===== config.mk =====
export PLATFORM = sky130hd
export DESIGN_NAME = sdc_bank
export DESIGN_NICKNAME = d
export VERILOG_FILES = /design/src/rtl/sdc_bank.sv
export SDC_FILE = /design/constraint.sdc
export NUM_CORES = 1
export LEC_CHECK = 0
export BUFFER_PORTS_ARGS = -buffer_cell sky130_fd_sc_hd__buf_4
export CAP_MARGIN = 20
export CORE_ASPECT_RATIO = 0.8
export CORE_MARGIN = 10
export CORE_UTILIZATION = 30
export DETAILED_ROUTE_END_ITERATION = 7
export RECOVER_POWER = 25
export SLEW_MARGIN = 15
export SYNTH_ARGS = -nofsm -noshare
export SYNTH_HDL_FRONTEND = slang
export SYNTH_SLANG_ARGS = --single-unit

===== constraint.sdc =====
create_clock -name clk -period 1.3 [get_ports clk]
set_input_delay 0.26 -clock clk [delete_from_list [all_inputs] [get_ports clk]]
set_output_delay 0.26 -clock clk [all_outputs]
set_load 0.03 [all_outputs]

===== src/rtl/sdc_bank.sv =====
module sdc_bank #(
    parameter int CNT_W = 4
) (
    input  logic             clk,
    input  logic             rst_n,
    input  logic             act_i,
    input  logic             close_i,
    input  logic [CNT_W-1:0] t_rcd,
    input  logic [CNT_W-1:0] t_rc,
    output logic             open_o,
    output logic             rcd_met_o,
    output logic             rc_met_o
);
    typedef struct packed {
        logic             open;
        logic [CNT_W-1:0] rcd;
        logic [CNT_W-1:0] rc;
    } bank_st_t;

    bank_st_t st_d, st_q;

    function automatic logic [CNT_W-1:0] sat_dec(input logic [CNT_W-1:0] v);
        return (v == '0) ? '0 : v - 1'b1;
    endfunction

    always_comb begin
        st_d      = st_q;
        st_d.rcd  = sat_dec(st_q.rcd);
        st_d.rc   = sat_dec(st_q.rc);
        if (act_i) begin
            st_d.open = 1'b1;
            st_d.rcd  = sat_dec(t_rcd);
            st_d.rc   = sat_dec(t_rc);
        end else if (close_i) begin
            st_d.open = 1'b0;
        end
    end

    always_ff @(posedge clk or negedge rst_n) begin
        if (!rst_n) st_q <= '0;
        else        st_q <= st_d;
    end

    assign open_o    = st_q.open;
    assign rcd_met_o = (st_q.rcd == '0);
    assign rc_met_o  = (st_q.rc == '0);
endmodule


==> reports/results.ini, run 1 <==
[placed_design]
gp_congestion=0.796
hpwl_um=893
io_buffers=14

[min_path]
hp-class=input pin to flop

[logic_synthesis]
synthTopCellsByCount=dfrtp_1 (9), nor3_1 (4), o21ai_0 (4)
synth-seq-area-share_pct=45.0
synth.largest_area_cell=dfrtp_1
ys.flop_type=dfrtp_1
synth_cells=54
ys_top_cells_by_area=dfrtp_1 (45%), a211oi_1 (4.5%), nor3_1 (4.0%), o21ai_0 (4.0%), a31oi_1 (3.8%)
synth_mux_area_share_pct=0
syn_area_um2=500
syn_nets=66
synth_simple_gate_area_share_pct=22.5
synth_warnings=0
synthXorXnorAreaFrac_pct=0
ys_seq_elements=9
synth_top_family_by_area=compound AO/OA/AOI/OAI gates
syn_area_per_cell_um2=9.27
synth_top_area_share_pct=45.0
synth_most_common_cell=dfrtp_1
synthArstFlopShare_pct=100
synth_edf_count=0
ys_types=24
synthAdderAreaFrac_pct=0
synth-compound-area-share_pct=29.8

[clock_tree]
cts_buffers=3
cts_buffer_depth=2
root_buffer=clkbuf_4
cts.htree.levels=1
clock_latency_ns=0.25
cts_tree=built
clk_pin_slew_ns=0.06
clock_sinks=9

[sta]
setup_viol=2
fin_ws_ns=-0.174
hold_viol=0
final.period_utilization_pct=113
fin_crit_ns=1.47
slew_violations=0
tightest_slew_ns=0.453
slew-limit-headroom_pct=69.8
max_freq_mhz=679
finClkSkew_ns=0.00131
rsz0062_at_grt=true
hold_ws_ns=0.280

[power_and_ir_drop]
peakVddDrop_mv=0.773
p_leak_nw=0.279
fin_total_pwr_mw=0.772
power_density_mw_per_mm2=1080

[routing]
drtIter0Drc=12
vias=478
firstDrtPassIters=4
wl_um=1170
drc_errors=0
antenna_left=0
drt-vias-per-instance=5.03
wl_per_cell_um=12.3

[critical_path]
path_class=flop to output port
crit_required_ns=1.04
end_kind=output port
path_max_fanout=4
critPathLaunchType=flop
critical_path_arrival_ns=1.21

[global_routing]
grt_pass1_vias=459
grt_max_degree=18
grt_util_all_layers_pct=6.47
grt_pass1_wl_um=1990
grt_overflow_total=0
grt_antenna_before_repair=0

[flow_run]
max_cap_violations=0

[final_layout]
final-seq-area_um2=229
fin_nets=86
multi_input_area_um2=295
syn2layout_area_growth_pct=43.0
drive_gt1_share_pct=34.2
fin_util_pct=44.4
nFillCells=154
antenna_cells=0

[status]
failed_checks=negative setup slack
status=finished with violations

[die]
start_util_pct=31.1
placement_rows=13
ios=15
die_y_um=56.5
core_mm2=0.00161
die_x_um=65.7
fp.dieArea_mm2=0.00371

[critical path: stages (launching register included)]
cell and delay [ns]:
dfrtp_1 0.39, or2_4 0.26, nor3_4 0.15, buf_6 0.16
[cell type report]
type | instances | area share (%)
multi-input cells | 42 | 41.3
flip-flops and latches | 9 | 32.0
repair buffers | 17 | 18.7
well taps | 22 | 3.85
clock buffers | 4 | 3.67
inverters | 1 | 0.524
[path summary, 6_finish.rpt]
kind / to / startpoint / cells past startpoint / slack, ns
worst min register to register: open_o / open_o / 1 / 0.49
max in group asynchronous: st_q[2] / rst_n / 2 / 0.50
worst max-delay path: rcd_met_o / st_q[5] / 3 / -0.17
worst max register to register: st_q[6] / st_q[5] / 3 / 0.19
min in group asynchronous: st_q[5] / rst_n / 2 / 0.46
worst min-delay path: open_o / close_i / 3 / 0.28
[cell usage in the layout, fill, tap and decap left out, types with 3 or more instances in the layout]
cell	netlist	routed
nand2b_1	3	3
dfrtp_2	0	3
a31oi_1	3	3
a211oi_1	3	3
clkbuf_4	0	3
o21ai_1	3	3
nor2_1	3	3
o21ai_0	4	4
dfrtp_1	9	6
nand2_1	3	3
buf_4	0	13
[cell families after synthesis]
kind of cell / count (synthesis)
AO/OA/AOI/OAI: 22
buffers and inverters: 3
flip-flops: 9
AND/OR/NAND/NOR: 20
[registers in the layout, summed over array words and instances, names as in the netlist]
name and cells:
st_q 8, open_o 1
[through the flow]
step                      setup slack (ns)  setup TNS (ns)  instance area [um^2]  cells
after CTS                           -0.183          -0.339                   703     94
final                               -0.174          -0.309                   716     95
after global placement              0.0850               0                   657     89
after floorplan                     0.0703               0                   527     54
after detailed placement            0.0582               0                   657     89
after global routing                -0.227          -0.428                   716     95
[report_power, final]
| group | internal (mW) | leakage, nW | switching [mW] | total (mW) |
|---|---|---|---|---|
| combinational | 0.106 | 0.160 | 0.0970 | 0.203 |
| clock | 0.118 | 0.0150 | 0.0884 | 0.206 |
| sequential | 0.317 | 0.104 | 0.0452 | 0.362 |
[repair_timing]
item | 4_1_cts | 5_1_grt
pin swaps | 1 | 1
setup endpoints to repair | 2 | 2
buffers inserted | 0 | 1
gates resized for setup | 3 | 4
hold buffers | 1 | 0
endpoints found under the hold margin | 9 | 0
[layer usage]
metal	vias up	wire, um	GRT usage [%]
li1	249	-	-
met1	219	600	8.72
met2	8	533	9.23
met3	2	21	1.78
met4	0	14	2.74
met5	-	0	0
Power figures use the tool's default switching activity.
==> inputs of run 2 (changes only) <==
- SKIP_LAST_GASP: default -> 1
==> run 2 against run 1 <==
- clock skew about the same
- clock-buffer cell count stayed put
- clock power barely moved
- largest cell class unchanged
- worst setup slack improved by 0.0055 ns
- register-to-register slack got worse by 0.08 ns
- largest power group unchanged
- sequential share of layout area is 0.23 points higher
- the flow still finishes with violations (negative setup slack)
- highest routed layer unchanged
==> reports/results.ini, run 2 (same netlist as run 1, synthesis figures left out) <==
[min_path]
hold_depth=3  ; unchanged
hp-class=input pin to flop
hold_path.startpoint=close_i

[global_routing]
grt_overflow_total=0  ; unchanged
grt_pass1_vias=459  ; unchanged
grt_util_all_layers_pct=6.47  ; unchanged
grt_pass1_wl_um=1990  ; unchanged
grt_max_degree=18  ; unchanged
grt_antenna_before_repair=0  ; unchanged

[clock_tree]
cts_buffers=3  ; unchanged
cts_buffer_depth=2  ; unchanged
root_buffer=clkbuf_4
clock_sinks=9  ; unchanged
cts.htree.levels=1  ; unchanged
clk_pin_slew_ns=0.06  ; about the same
cts_tree=built
clock_latency_ns=0.25  ; about the same

[critical_path]
path_cells=or2_4 > nor3_4 > buf_6
rr_worst_depth=4  ; +1
crit_start=st_q[4]
path_class=flop to output port
critical_path_arrival_ns=1.21  ; about the same
cp_num_cells=3  ; unchanged
crit_family=simple AND/OR/NAND/NOR gates
critPathSlowestCell=dfrtp_1
crit_required_ns=1.04  ; about the same
timing.rr.start=st_q[1]
critPathLaunchType=flop
cpPeakStageDelay_ns=0.37  ; -0.02 ns
r2r_slack_ns=0.11  ; -0.08 ns
path_max_fanout=4  ; unchanged
crit_buf_inv=1  ; unchanged
end_kind=output port

[routing]
drt-vias-per-instance=5.03  ; unchanged
top_layer_used=met4
firstDrtPassIters=4  ; unchanged
drtIter0Drc=10  ; -2
vias=478  ; unchanged
wl_um=1130  ; -3.4%
wl_met1_um=596  ; -0.67%
antenna_left=0  ; unchanged
drc_errors=0  ; unchanged
routed-wl-met2_um=497  ; -6.8%
dr_wl_met3_um=21  ; unchanged
wl_per_cell_um=11.9  ; -3.4%

[die]
core_mm2=0.00161  ; unchanged
die_x_um=65.7  ; unchanged
start_util_pct=31.1  ; unchanged
fp.dieArea_mm2=0.00371  ; unchanged
die_y_um=56.5  ; unchanged
placement_rows=13  ; unchanged
ios=15  ; unchanged

[placed_design]
gp_congestion=0.796  ; unchanged
placed_area_um2=657  ; unchanged
place_inst=89  ; unchanged
hpwl_um=893  ; unchanged
io_buffers=14  ; unchanged

[final_layout]
final_common_cell=buf_4
largest_register=st_q
fin_nets=86  ; unchanged
antenna_cells=0  ; unchanged
largest_reg_flops=8  ; unchanged
syn2layout_area_growth_pct=42.0
drive_gt1_share_pct=32.9  ; -1.4 points
final_area_um2=711  ; -0.70%
layoutNonFillerInstCount=95  ; unchanged
layout_common_cells=buf_4 (13), dfrtp_1 (6), o21ai_0 (4)
nFillCells=155  ; +0.65%

[sta]
max_freq_mhz=681  ; +0.37%
hold_ws_ns=0.280  ; -0.00000800 ns
slew_violations=0  ; unchanged
fin_ws_ns=-0.168  ; +0.00551 ns
setup_viol=2  ; unchanged
fin_crit_ns=1.47  ; -0.00551 ns
finClkSkew_ns=0.00159  ; +0.000283 ns
finalSetupTns_ns=-0.292  ; +0.0170 ns
hold_viol=0  ; unchanged
slew-limit-headroom_pct=70.2  ; +0.42 points
final.period_utilization_pct=113  ; -0.42 points
rsz0062_at_grt=true
tightest_slew_ns=0.446  ; -0.00627 ns

[power_and_ir_drop]
power_density_mw_per_mm2=1080  ; +0.21%
p_leak_nw=0.278  ; -0.36%
fin_total_pwr_mw=0.768  ; -0.50%
peakVddDrop_mv=0.772  ; -0.11%

[status]
failed_checks=negative setup slack
status=finished with violations

[flow_run]
max_cap_violations=0  ; unchanged

-- run 2: power by group --
part | leakage, nW | internal, mW | switching (mW)
Sequential | 0.104 | 0.317 | 0.0435
Combinational | 0.159 | 0.105 | 0.0956
Clock | 0.0150 | 0.118 | 0.0888
-- run 2: per-stage QoR --
stage / worst slack, ns / util, %
after global placement: 0.0850 / 40.8
after floorplan: 0.0703 / -
after CTS: -0.183 / 43.7
final: -0.168 / 44.1
after detailed placement: 0.0582 / 40.8
after global routing: -0.227 / 44.1
-- run 2: worst min-delay path, stage by stage --
cell and delay [ns]:
buf_4 0.11, inv_1 0.04, a21o_1 0.09
-- run 2: area by class of cell --
type	instances	area, um^2	area share [%]
Clock buffer	4	26.3	3.70
Inverter	1	3.75	0.528
Multi-Input combinational cell	42	290	40.8
Sequential cell	9	229	32.2
Tap cell	22	27.5	3.87
Timing Repair Buffer	17	134	18.8
-- run 2: layer usage --
metal  up-vias  global-route usage (%)
met3         2                    1.78
met4         0                    2.74
met1       220                    8.72
met2         8                    9.23
met5         -                       0
li1        248                       -
-- run 2: final timing paths --
kind                              to
setup / recovery           rcd_met_o
hold / removal                open_o
setup reg to reg             st_q[2]
hold reg to reg               open_o
max in group asynchronous    st_q[2]
min in group asynchronous    st_q[4]
-- run 2: timing repair --
| item | 4_1_cts | 5_1_grt |
|---|---|---|
| buffers inserted | 0 | 1 |
| gates resized for setup | 3 | 3 |
| gates cloned | 0 | 0 |
| setup endpoints to repair | 2 | 2 |
| hold buffers | 1 | 0 |
| pin swaps | 1 | 1 |
| endpoints found under the hold margin | 9 | 0 |
